==> src/rtl/can_mode_seq.sv <==
module can_mode_seq #(
  parameter int ADDR_W = 8,
  parameter int BRP_W  = 8
) (
  input  logic              clk,
  input  logic              rst_n,
  input  logic              wr_en,
  input  logic [ADDR_W-1:0] addr,
  input  logic [31:0]       wdata,
  output logic [31:0]       rdata,
  input  logic              bus_off,
  output logic              engine_en,
  output logic              loopback,
  output logic [BRP_W-1:0]  brp,
  output logic [3:0]        tseg1,
  output logic [2:0]        tseg2,
  output logic [1:0]        sjw
);

  localparam logic [ADDR_W-1:0] A_CTRL = ADDR_W'(8'h00);
  localparam logic [ADDR_W-1:0] A_MSEL = ADDR_W'(8'h04);
  localparam logic [ADDR_W-1:0] A_BRP  = ADDR_W'(8'h08);
  localparam logic [ADDR_W-1:0] A_TIM  = ADDR_W'(8'h0C);
  localparam logic [ADDR_W-1:0] A_STAT = ADDR_W'(8'h18);
  localparam int TIM_W = 9;

  localparam logic [3:0] M_CFG   = 4'b0001;
  localparam logic [3:0] M_LOOP  = 4'b0010;
  localparam logic [3:0] M_SLEEP = 4'b0100;
  localparam logic [3:0] M_NORM  = 4'b1000;

  logic             en_q;
  logic [1:0]       sel_q;
  logic [BRP_W-1:0] brp_q;
  logic [TIM_W-1:0] tim_q;
  logic [3:0]       mode_q;
  logic [3:0]       mode_nx;
  logic             srst;
  logic             in_cfg;

  assign srst   = bus_off | (wr_en && addr == A_CTRL && wdata[0]);
  assign in_cfg = mode_q[0];

  always_comb begin
    if (!en_q)         mode_nx = M_CFG;
    else if (sel_q[1]) mode_nx = M_LOOP;
    else if (sel_q[0]) mode_nx = M_SLEEP;
    else               mode_nx = M_NORM;
  end

  always_ff @(posedge clk or negedge rst_n) begin
    if (!rst_n) begin
      en_q   <= 1'b0;
      sel_q  <= '0;
      brp_q  <= '0;
      tim_q  <= '0;
      mode_q <= M_CFG;
    end else if (srst) begin
      en_q   <= 1'b0;
      sel_q  <= '0;
      brp_q  <= '0;
      tim_q  <= '0;
      mode_q <= M_CFG;
    end else begin
      mode_q <= mode_nx;
      if (wr_en && addr == A_CTRL) en_q  <= wdata[1];
      if (wr_en && addr == A_MSEL) sel_q <= wdata[1:0];
      if (wr_en && addr == A_BRP && in_cfg) brp_q <= wdata[BRP_W-1:0];
      if (wr_en && addr == A_TIM && in_cfg) tim_q <= wdata[TIM_W-1:0];
    end
  end

  always_comb begin
    rdata = '0;
    case (addr)
      A_CTRL:  rdata[1]         = en_q;
      A_MSEL:  rdata[1:0]       = sel_q;
      A_BRP:   rdata[BRP_W-1:0] = brp_q;
      A_TIM:   rdata[TIM_W-1:0] = tim_q;
      A_STAT:  rdata[3:0]       = mode_q;
      default: rdata            = '0;
    endcase
  end

  assign engine_en = mode_q[1] | mode_q[3];
  assign loopback  = mode_q[1];
  assign brp       = brp_q;
  assign tseg1     = tim_q[3:0];
  assign tseg2     = tim_q[6:4];
  assign sjw       = tim_q[8:7];

  assert_one_mode_R6: assert property (@(posedge clk) disable iff (!rst_n)
    $countones(mode_q) == 1);

  assert_timing_locked_R8: assert property (@(posedge clk) disable iff (!rst_n)
    (wr_en && (addr == A_TIM || addr == A_BRP) && !mode_q[0] && !bus_off)
      |=> ($stable(tim_q) && $stable(brp_q)));

  assert_busoff_cfg_R10: assert property (@(posedge clk) disable iff (!rst_n)
    bus_off |=> (mode_q == M_CFG && !en_q && sel_q == 2'b00));

  assert_disable_cfg_R9: assert property (@(posedge clk) disable iff (!rst_n)
    !en_q |=> mode_q[0]);

  assert_enable_leaves_cfg_R3: assert property (@(posedge clk) disable iff (!rst_n)
    (en_q && !srst) |=> !mode_q[0]);

endmodule

==> config.mk <==
export PLATFORM = sky130hd
export DESIGN_NAME = can_mode_seq
export DESIGN_NICKNAME = d
export VERILOG_FILES = /design/src/rtl/can_mode_seq.sv
export SDC_FILE = /design/constraint.sdc
export NUM_CORES = 1
export LEC_CHECK = 0
export CAP_MARGIN = 20
export CORE_MARGIN = 2
export CORE_UTILIZATION = 41
export DETAILED_ROUTE_END_ITERATION = 7
export HOLD_SLACK_MARGIN = 0.06
export PLACE_DENSITY = 0.87
export SLEW_MARGIN = 20
export SYNTH_ARGS = -nofsm -noshare
export SYNTH_HDL_FRONTEND = slang
export SYNTH_SLANG_ARGS = --single-unit
==> constraint.sdc <==
create_clock -name clk -period 3.51 [get_ports clk]
set_input_delay 0.5265 -clock clk [delete_from_list [all_inputs] [get_ports clk]]
set_output_delay 0.5265 -clock clk [all_outputs]
set_load 0.02 [all_outputs]
After elaboration in Yosys (flattened, before gate mapping)
Cells that the tools add are included.
{"block": "word_totals", "ff_bits": 24, "input_bits": 44, "word_cells": 40}
{"block": "op_classes", "n_eq_ne": 4, "mux": 17, "n_bitwise": 2, "reduce_logical": 12}
{"cell": "9-bit two-way mux", "n": 2}
{"cell": "8-bit by 4-bit equality test with 1-bit output, second input constant", "n": 2}
{"cell": "4-bit two-way mux", "n": 4}
{"cell": "8-bit two-way mux", "n": 2}
{"cell": "8-bit by 3-bit equality test with 1-bit output, second input constant", "n": 1}
{"cell": "8-bit by 5-bit equality test with 1-bit output, second input constant", "n": 1}
{"cell": "8-bit logical NOT", "n": 1}
{"cell": "4-bit one-hot mux with 2 select lines", "n": 1}
{"cell": "2-bit nonzero test", "n": 4}
{"cell": "1-bit logical AND", "n": 7}
{"cell": "2-bit one-hot mux with 3 select lines", "n": 1}
{"cell": "1-bit one-hot mux with 5 select lines", "n": 1}
{"cell": "2-bit two-way mux", "n": 2}
{"cell": "1-bit one-hot mux with 4 select lines", "n": 1}
{"cell": "1-bit two-way mux", "n": 3}
{"cell": "1-bit bitwise OR", "n": 2}

Longest topological paths before layout
Gate-level depths: netlist of the first run.
{"block": "logic_depth", "ltp_word": 5, "depth_mapped": 6, "depth_no_buf": 3}

Worst setup path before layout of the first run
No wires, ideal clock.
{"block": "synth_path", "kind": "input port to output port", "startpoint": "input addr[1]", "endpoint": "output rdata[0]", "arrival_time_ns": 1.803, "required_ns": 2.984, "path_slack_ns": 1.181, "cell_stages": 3, "path_cell_list": "nor3_1 nand3_1 o32ai_1"}
{"block": "synth_between", "elab_chain_len": 2, "word_cells_on_any_way": 5}
{"element": "start: declaration", "line": "8", "source": "input logic [ADDR_W-1:0] addr,"}
{"element": "8-bit by 5-bit equality test with 1-bit output, or another cell as far along", "line": "75", "source": "case (addr)"}
{"element": "1-bit one-hot mux with 4 select lines (*)", "line": "75"}
{"element": "end: declaration", "line": "10", "source": "output logic [31:0] rdata,"}
Mark *: on every way between the ends. The rest lies on a longest branch, timed or not.

Final worst setup path of the first run
{"block": "layout_path", "startpoint": "input addr[2]", "endpoint": "output rdata[1]"}
{"block": "layout_between", "elab_chain_len": 2, "word_cells_on_any_way": 6}
{"element": "8-bit by 5-bit equality test with 1-bit output, or another cell as far along", "line": "75"}
{"element": "1-bit one-hot mux with 5 select lines (*)", "line": "75"}
Marks and branches as above.

==> reports/summary.log, run 1 <==
INFO  outcome        status=finished, final reports clean
INFO  synth          synth_async_sr_flop_share=1.000
INFO  detailed_routing detailedRoute.firstIterationViolations=87
INFO  clocking       worst_skew_pair.late_latency=0.27ns
INFO  synth          synth-seq-cells=24
INFO  timing         timing.setup.tns=0ns
INFO  critical_path  criticalPathCategory=in2out
INFO  synth          synth.top_cell.area_share=0.3503
INFO  final_layout   num_antenna_cells=0
INFO  power_and_ir_drop ir_worst_vdd=0.1460mV
INFO  timing         clock_skew=0.001440ns
INFO  global_route   grt_pass1_wl=6223um
INFO  clocking       post_cts_hold_buffer_count=0
INFO  synth          post-synth-top-area-cell=dfrtp_1
INFO  critical_path  rr_endpoint=brp[1]
INFO  detailed_routing drc=0
INFO  critical_path  reg2reg_depth=3
INFO  global_route   antenna_found_initial=0
INFO  power_and_ir_drop combPwrFrac=0.160
INFO  detailed_routing route.antenna.remaining_nets=0
INFO  synth          number_of_enable_flip_flop_cells_after_synthesis=0
INFO  floorplan      die_area=0.004529sqmm
INFO  critical_path  r2r_slack=2.08ns
INFO  timing         timing.fmax=329.5MHz
INFO  timing         grt_setup_unrepaired=no
INFO  synth          synthTopCellsByArea=dfrtp_1, buf_4, o31ai_1
INFO  final_layout   filler_cell_count=368
INFO  final_layout   layout_cells_sized_above_1=0.1009
INFO  critical_path  critPathCaptureType=primary output
INFO  global_route   overall_overflow_remaining_after_global_route=0
INFO  timing         final_min_period_over_clock_period=0.8647
INFO  power_and_ir_drop switching_power_share_of_the_total=0.2577
INFO  critical_path  cp.arrival=2.51ns
INFO  power_and_ir_drop switching_power_total=0.1598mW
INFO  floorplan      effective_utilization_at_floorplan=0.4198
INFO  timing         tightestPinTransition=0.7452ns
INFO  critical_path  critical_path_fanout_max=6
INFO  power_and_ir_drop power.clock.fraction=0.393
INFO  floorplan      design.core.area=0.003914sqmm
INFO  synth          postSynthCellCount=179
INFO  timing         fin_crit=3.035ns
INFO  global_route   grt_pass1_vias=1300
INFO  power_and_ir_drop leakage=0.8042nW
INFO  synth          synth.distinct_cells=40
INFO  detailed_routing routed_via_density=5.586
INFO  timing         finalMaxSlewViolations=0
INFO  floorplan      rows=23
INFO  detailed_routing wirelength=4003um
INFO  placed_design  port_buffers=48
INFO  placed_design  post_dp_cell_area=0.002038sqmm
INFO  placed_design  gpl_wtd_cong=0.9340
INFO  detailed_routing wl_per_cell=14.94um
INFO  synth          synth_top_cells_by_count=buf_4, dfrtp_1, a21oi_1
INFO  floorplan      die_height=67.30um
INFO  placed_design  place_hpwl=2810um
INFO  clocking       cts_sinks=24
INFO  synth          synth.cell_area=0.001643sqmm
INFO  final_layout   postLayoutCellArea=0.002105sqmm
INFO  detailed_routing total_iterations_of_the_first_detailed_routing_run=4
INFO  global_route   grt_usage=0.1812
INFO  synth          yosysWarningCount=0
INFO  min_path       timing.hold.worst.class=in2async
INFO  critical_path  reg2reg_from=mode_q[0]
INFO  global_route   pin_count_of_the_biggest_net_entering_global_routing=25
INFO  clocking       clock_tree_from_tritoncts=built
INFO  clocking       cts_root_buf=clkbuf_8
INFO  power_and_ir_drop internal_power=0.4602mW
INFO  power_and_ir_drop power_density=294.6mW/mm^2
INFO  critical_path  critPathLaunchType=input port
INFO  floorplan      io_pins=95
INFO  timing         total_setup_violations_reported_at_the_end_of_the_flow=0
INFO  floorplan      die_w=67.30um
INFO  clocking       cts.path.max_buffers=2
INFO  clocking       postcts_setup_bufs=0
INFO  clocking       numCtsBuffers=3
INFO  timing         timing.slew.headroom=0.5032
INFO  detailed_routing route.vias.total=1497
INFO  power_and_ir_drop seq_power_share=0.446
INFO  synth          seq_area_frac_synth=0.3663
INFO  clocking       clock_tree.htree_level_count=1
INFO  clocking       cts.reportedPaths.clkPinSlew=0.08ns
INFO  synth          avg_inst_size_synth=9.178squm
INFO  synth          yosys_most_used_dff=dfrtp_1
INFO  final_layout   design.final.nets=263
INFO  timing         timing_hold_violations_final=0
INFO  final_layout   layout-area-overhead-vs-synth=28.10%
INFO  critical_path  worst_ep_required_time=2.98ns
INFO  clocking       post_cts_resize_count=0
INFO  run            max_cap_viol_count=0
[per-layer routing]
layer | wire length, um | up-vias | GRT usage
met1 | 1852 | 720 | 0.2720
li1 | - | 701 | -
met4 | 40 | 0 | 0.06378
met5 | 0 | - | 0
met2 | 1826 | 71 | 0.2636
met3 | 283 | 5 | 0.02833
[logic make-up after synthesis]
group	Yosys count	share of synthesized area
flip-flops	24	0.3663
multiplexers	9	0.06474
buffers and inverters	41	0.1660
AO/OA/AOI/OAI	46	0.1820
other	1	0.002283
AND/OR/NAND/NOR	58	0.2186
[placed cells by master (no fill, tap or decap), types with 3 or more instances in the layout]
master	Yosys	routed
a21oi_1	22	22
buf_4	23	4
clkbuf_8	0	3
clkdlybuf4s50_1	0	47
conb_1	1	23
dfrtp_1	23	23
mux2_2	3	3
mux2i_1	5	5
nand2_1	9	9
nand4_1	20	20
nor2_1	7	7
nor2b_1	3	3
nor4_1	3	3
o31ai_1	18	18
[flip-flops by register name, indices dropped and copies added, names as in the netlist]
| name | count |
|---|---|
| mode_q | 4 |
| en_q | 1 |
| brp | 8 |
| tim_q | 9 |
| sel_q | 2 |
[layout make-up]
cell class	count	area, sq um	area share
multi-input combinational	136	855.8	0.4067
sequential	24	601.8	0.2860
timing repair buffer	52	505.5	0.2402
tap	50	62.56	0.02973
clock buffer	3	41.29	0.01962
clock inverter	1	30.03	0.01427
inverter	2	7.507	0.003567
[power groups by stage]
stage / Combinational [mW] / Sequential, mW / Clock, mW
after floorplan: 0.0784 / 0.283 / 0
after global placement: 0.0981 / 0.282 / 0
after detailed placement: 0.0983 / 0.282 / 0
after CTS: 0.0988 / 0.277 / 0.245
after global routing: 0.107 / 0.277 / 0.254
final: 0.0992 / 0.277 / 0.244
[through the flow]
step	setup WS (ns)	total power, mW	util	hold slack (ns)	instances
after floorplan	1.181	0.3610	-	0.2309	201
after global placement	0.4789	0.3804	0.5208	0.4878	264
after detailed placement	0.4538	0.3806	0.5208	0.5036	264
after CTS	0.4521	0.6202	0.5390	0.5150	268
after global routing	0.3736	0.6379	0.5377	0.2597	268
final	0.4747	0.6199	0.5377	0.2290	268
[critical path, cell delays in order]
cell,delay [ns]
clkdlybuf4s50_1,0.64
mux4_2,0.56
a32oi_1,0.17
nor4_1,0.07
clkdlybuf4s50_1,0.54
[worst max-delay path by stage]
stage / to / slack [ns] / depth (start not counted) / start
final: rdata[1] / 0.47 / 5 / addr[2]
after global routing: rdata[6] / 0.37 / 6 / addr[1]
after CTS: rdata[1] / 0.45 / 5 / addr[2]
after detailed placement: rdata[1] / 0.45 / 5 / addr[2]
after global placement: rdata[1] / 0.48 / 5 / addr[2]
after floorplan: rdata[0] / 1.18 / 3 / addr[1]
Note: power is estimated with default switching activity, not from simulation.
==> run 2: changes to the inputs <==
--- a/config.mk
+++ b/config.mk
@@ -6,11 +6,13 @@
 export NUM_CORES = 1
 export LEC_CHECK = 0
 export CAP_MARGIN = 20
+export CELL_PAD_IN_SITES_DETAIL_PLACEMENT = 2
+export CELL_PAD_IN_SITES_GLOBAL_PLACEMENT = 2
 export CORE_MARGIN = 2
-export CORE_UTILIZATION = 41
+export CORE_UTILIZATION = 22
 export DETAILED_ROUTE_END_ITERATION = 7
 export HOLD_SLACK_MARGIN = 0.06
-export PLACE_DENSITY = 0.87
+export PLACE_DENSITY = 0.86
 export SLEW_MARGIN = 20
 export SYNTH_ARGS = -nofsm -noshare
 export SYNTH_HDL_FRONTEND = slang
==> run 2 against run 1 <==
Compared with the run above:
- critical path depth is the same
- power grew 1.7%
- die area grew 80%
- critical path type unchanged
- design area grew 3.3%
- sequential share of layout area shrank 0.91 points
- first-iteration DRC count shrank 41%
- register-to-register slack lost 0.06 ns
- worst hold slack gained 0.0025 ns
- highest routed layer unchanged
- flip-flop and latch count is the same
- via count grew 3.1%
- clock skew grew 0.0094 ns
==> reports/summary.log, run 2 (synthesis gave the netlist of run 1 again) <==
INFO  final_layout   postLayoutCellArea=0.002173sqmm [+3.3%]
INFO  detailed_routing drc=0 [unchanged]
INFO  clocking       clock_tree_from_tritoncts=built
INFO  detailed_routing route.antenna.remaining_nets=0 [unchanged]
INFO  clocking       cts.path.max_buffers=2 [unchanged]
INFO  final_layout   largest_register_ffs=9 [unchanged]
INFO  final_layout   layout.area.seq=601.8squm [unchanged]
INFO  global_route   busiest_layer=met2
INFO  floorplan      effective_utilization_at_floorplan=0.2265 [-0.1933]
INFO  timing         clock_skew=0.01080ns [+0.009362 ns]
INFO  global_route   met2_usage=0.2237 [-0.03993]
INFO  timing         timing_hold_violations_final=0 [unchanged]
INFO  critical_path  rr_endpoint=brp[7]
INFO  global_route   overall_overflow_remaining_after_global_route=0 [unchanged]
INFO  timing         post-route-worst-setup-slack=0.4714ns [-0.003357 ns]
INFO  final_layout   layout-area-overhead-vs-synth=32.29%
INFO  global_route   groute.layer.met1.usage=0.1713 [-0.1006]
INFO  clocking       numCtsBuffers=3 [unchanged]
INFO  critical_path  worstSetupStartpoint=addr[7]
INFO  clocking       cts_root_buf=clkbuf_8
INFO  placed_design  port_buffers=48 [unchanged]
INFO  critical_path  critPathCapture=rdata[0]
INFO  power_and_ir_drop ir_worst_vdd=0.1226mV [-16%]
INFO  critical_path  critPathLaunchType=input port
INFO  final_layout   final_cell_mix=clkdlybuf4s50_1, conb_1, dfrtp_1, a21oi_1, nand4_1
INFO  timing         timing.fmax=329.1MHz [-0.11%]
INFO  placed_design  place_hpwl=3993um [+42%]
INFO  floorplan      rows=31 [+35%]
INFO  timing         fin_crit=3.039ns [+0.003357 ns]
INFO  power_and_ir_drop power_density=290.0mW/mm^2 [-1.6%]
INFO  clocking       cts.reportedPaths.clkPinSlew=0.10ns [+0.02 ns]
INFO  final_layout   num_antenna_cells=0 [unchanged]
INFO  placed_design  gpl_wtd_cong=0.7632 [-18%]
INFO  final_layout   layout_cells_sized_above_1=0.1050 [+0.004105]
INFO  clocking       postcts_setup_bufs=0 [unchanged]
INFO  global_route   grt_usage=0.1320 [-0.04927]
INFO  clocking       post_cts_resize_count=0 [unchanged]
INFO  detailed_routing detailedRoute.firstIterationViolations=51 [-41%]
INFO  critical_path  cp.arrival=2.51ns [about the same]
INFO  final_layout   layout.core_utilization=0.2996 [-0.2381]
INFO  timing         grt_setup_unrepaired=no
INFO  final_layout   multiInputGateArea=855.8squm [unchanged]
INFO  global_route   grt_pass1_wl=8763um [+41%]
INFO  detailed_routing routed_via_density=4.855 [-13%]
INFO  timing         tightestPinTransition=0.8224ns [+0.07726 ns]
INFO  outcome        status=finished, final reports clean
INFO  final_layout   filler_cell_count=834 [+130%]
INFO  timing         fin_worst_hold_slack=0.2315ns [+0.002473 ns]
INFO  critical_path  critical_path_fanout_max=6 [unchanged]
INFO  clocking       cts_sinks=24 [unchanged]
INFO  critical_path  criticalPathCategory=in2out
INFO  run            max_cap_viol_count=0 [unchanged]
INFO  critical_path  reg2reg_depth=3 [unchanged]
INFO  critical_path  r2r_slack=2.02ns [-0.06 ns]
INFO  power_and_ir_drop leakage=0.8095nW [+0.66%]
INFO  global_route   antenna_found_initial=0 [unchanged]
INFO  floorplan      io_pins=95 [unchanged]
INFO  critical_path  reg2reg_from=mode_q[0]
INFO  timing         timing.setup.tns=0ns [unchanged]
INFO  detailed_routing total_iterations_of_the_first_detailed_routing_run=4 [unchanged]
INFO  timing         timing.slew.headroom=0.4517 [-0.05151]
INFO  critical_path  worst_ep_required_time=2.98ns [about the same]
INFO  global_route   pin_count_of_the_biggest_net_entering_global_routing=25 [unchanged]
INFO  timing         total_setup_violations_reported_at_the_end_of_the_flow=0 [unchanged]
INFO  final_layout   largest-register=tim_q
INFO  floorplan      die_height=90.42um [+34%]
INFO  floorplan      die_area=0.008175sqmm [+80%]
INFO  detailed_routing route.vias.total=1544 [+3.1%]
INFO  clocking       worst_skew_pair.late_latency=0.28ns [about the same]
INFO  clocking       clock_tree.htree_level_count=1 [unchanged]
INFO  timing         finalMaxSlewViolations=0 [unchanged]
INFO  min_path       timing.hold.worst.class=in2async
INFO  detailed_routing wl_per_cell=16.97um [+14%]
INFO  floorplan      design.core.area=0.007253sqmm [+85%]
INFO  critical_path  critPathCaptureType=primary output
INFO  global_route   groute.layer.met3.usage=0.02421 [-0.004126]
INFO  timing         final_min_period_over_clock_period=0.8657 [+0.0009564]
INFO  placed_design  post_dp_cell_area=0.002107sqmm [+3.4%]
INFO  clocking       post_cts_hold_buffer_count=0 [unchanged]
INFO  final_layout   design.final.nets=264 [+0.38%]
INFO  final_layout   final_common_cell=clkdlybuf4s50_1
INFO  floorplan      die_w=90.42um [+34%]
INFO  placed_design  pre_cts_ws=0.4931ns [+0.03931 ns]
INFO  detailed_routing wirelength=5396um [+35%]
INFO  global_route   grt_pass1_vias=1638 [+26%]
## run 2: cell types whose count changed in the layout (fill, tap and decap cells not counted)
cell / delta
buf_4: +1
## run 2: worst min path at each step
stage / startpoint / cells after the start / endpoint / slack [ns]
after global placement: sel_q[0] / 1 / mode_q[3] / 0.49
after global routing: rst_n / 1 / tim_q[8] / 0.26
after CTS: sel_q[0] / 1 / mode_q[3] / 0.53
final: rst_n / 1 / tim_q[3] / 0.23
after floorplan: rst_n / 0 / brp[0] / 0.23
after detailed placement: sel_q[0] / 1 / mode_q[3] / 0.50
## run 2: power by group
part / internal [mW] / switching (mW)
registers: 0.277 / 0.000258
clock network: 0.153 / 0.0979
logic: 0.0316 / 0.0712
## run 2: through the flow
stage / instances / power, mW
finish: 318 / 0.6302
global route: 318 / 0.6576
CTS: 318 / 0.6351
detailed placement: 314 / 0.3850
global placement: 314 / 0.3829
floorplan: 201 / 0.3610
## run 2: area by class of cell
type / count / share of cell area
clock inverters: 1 / 0.01382
flip-flops and latches: 24 / 0.2769
inverters: 2 / 0.003454
repair buffers: 53 / 0.2360
clock buffers: 3 / 0.01900
multi-input cells: 136 / 0.3938
well taps: 99 / 0.05700
## run 2: worst max-delay path, cell delays in order
cell and delay [ns]:
clkdlybuf4s50_1 0.54, nor2_1 0.25, nand3_1 0.18, o32ai_1 0.34, clkdlybuf4s50_1 0.67
## run 2: routing by layer
layer  vias to the layer above  part of all wire
met5                         -                 0
met3                         5             0.052
met1                       778              0.45
met2                        51              0.49
li1                        710                 -
met4                         0             0.013
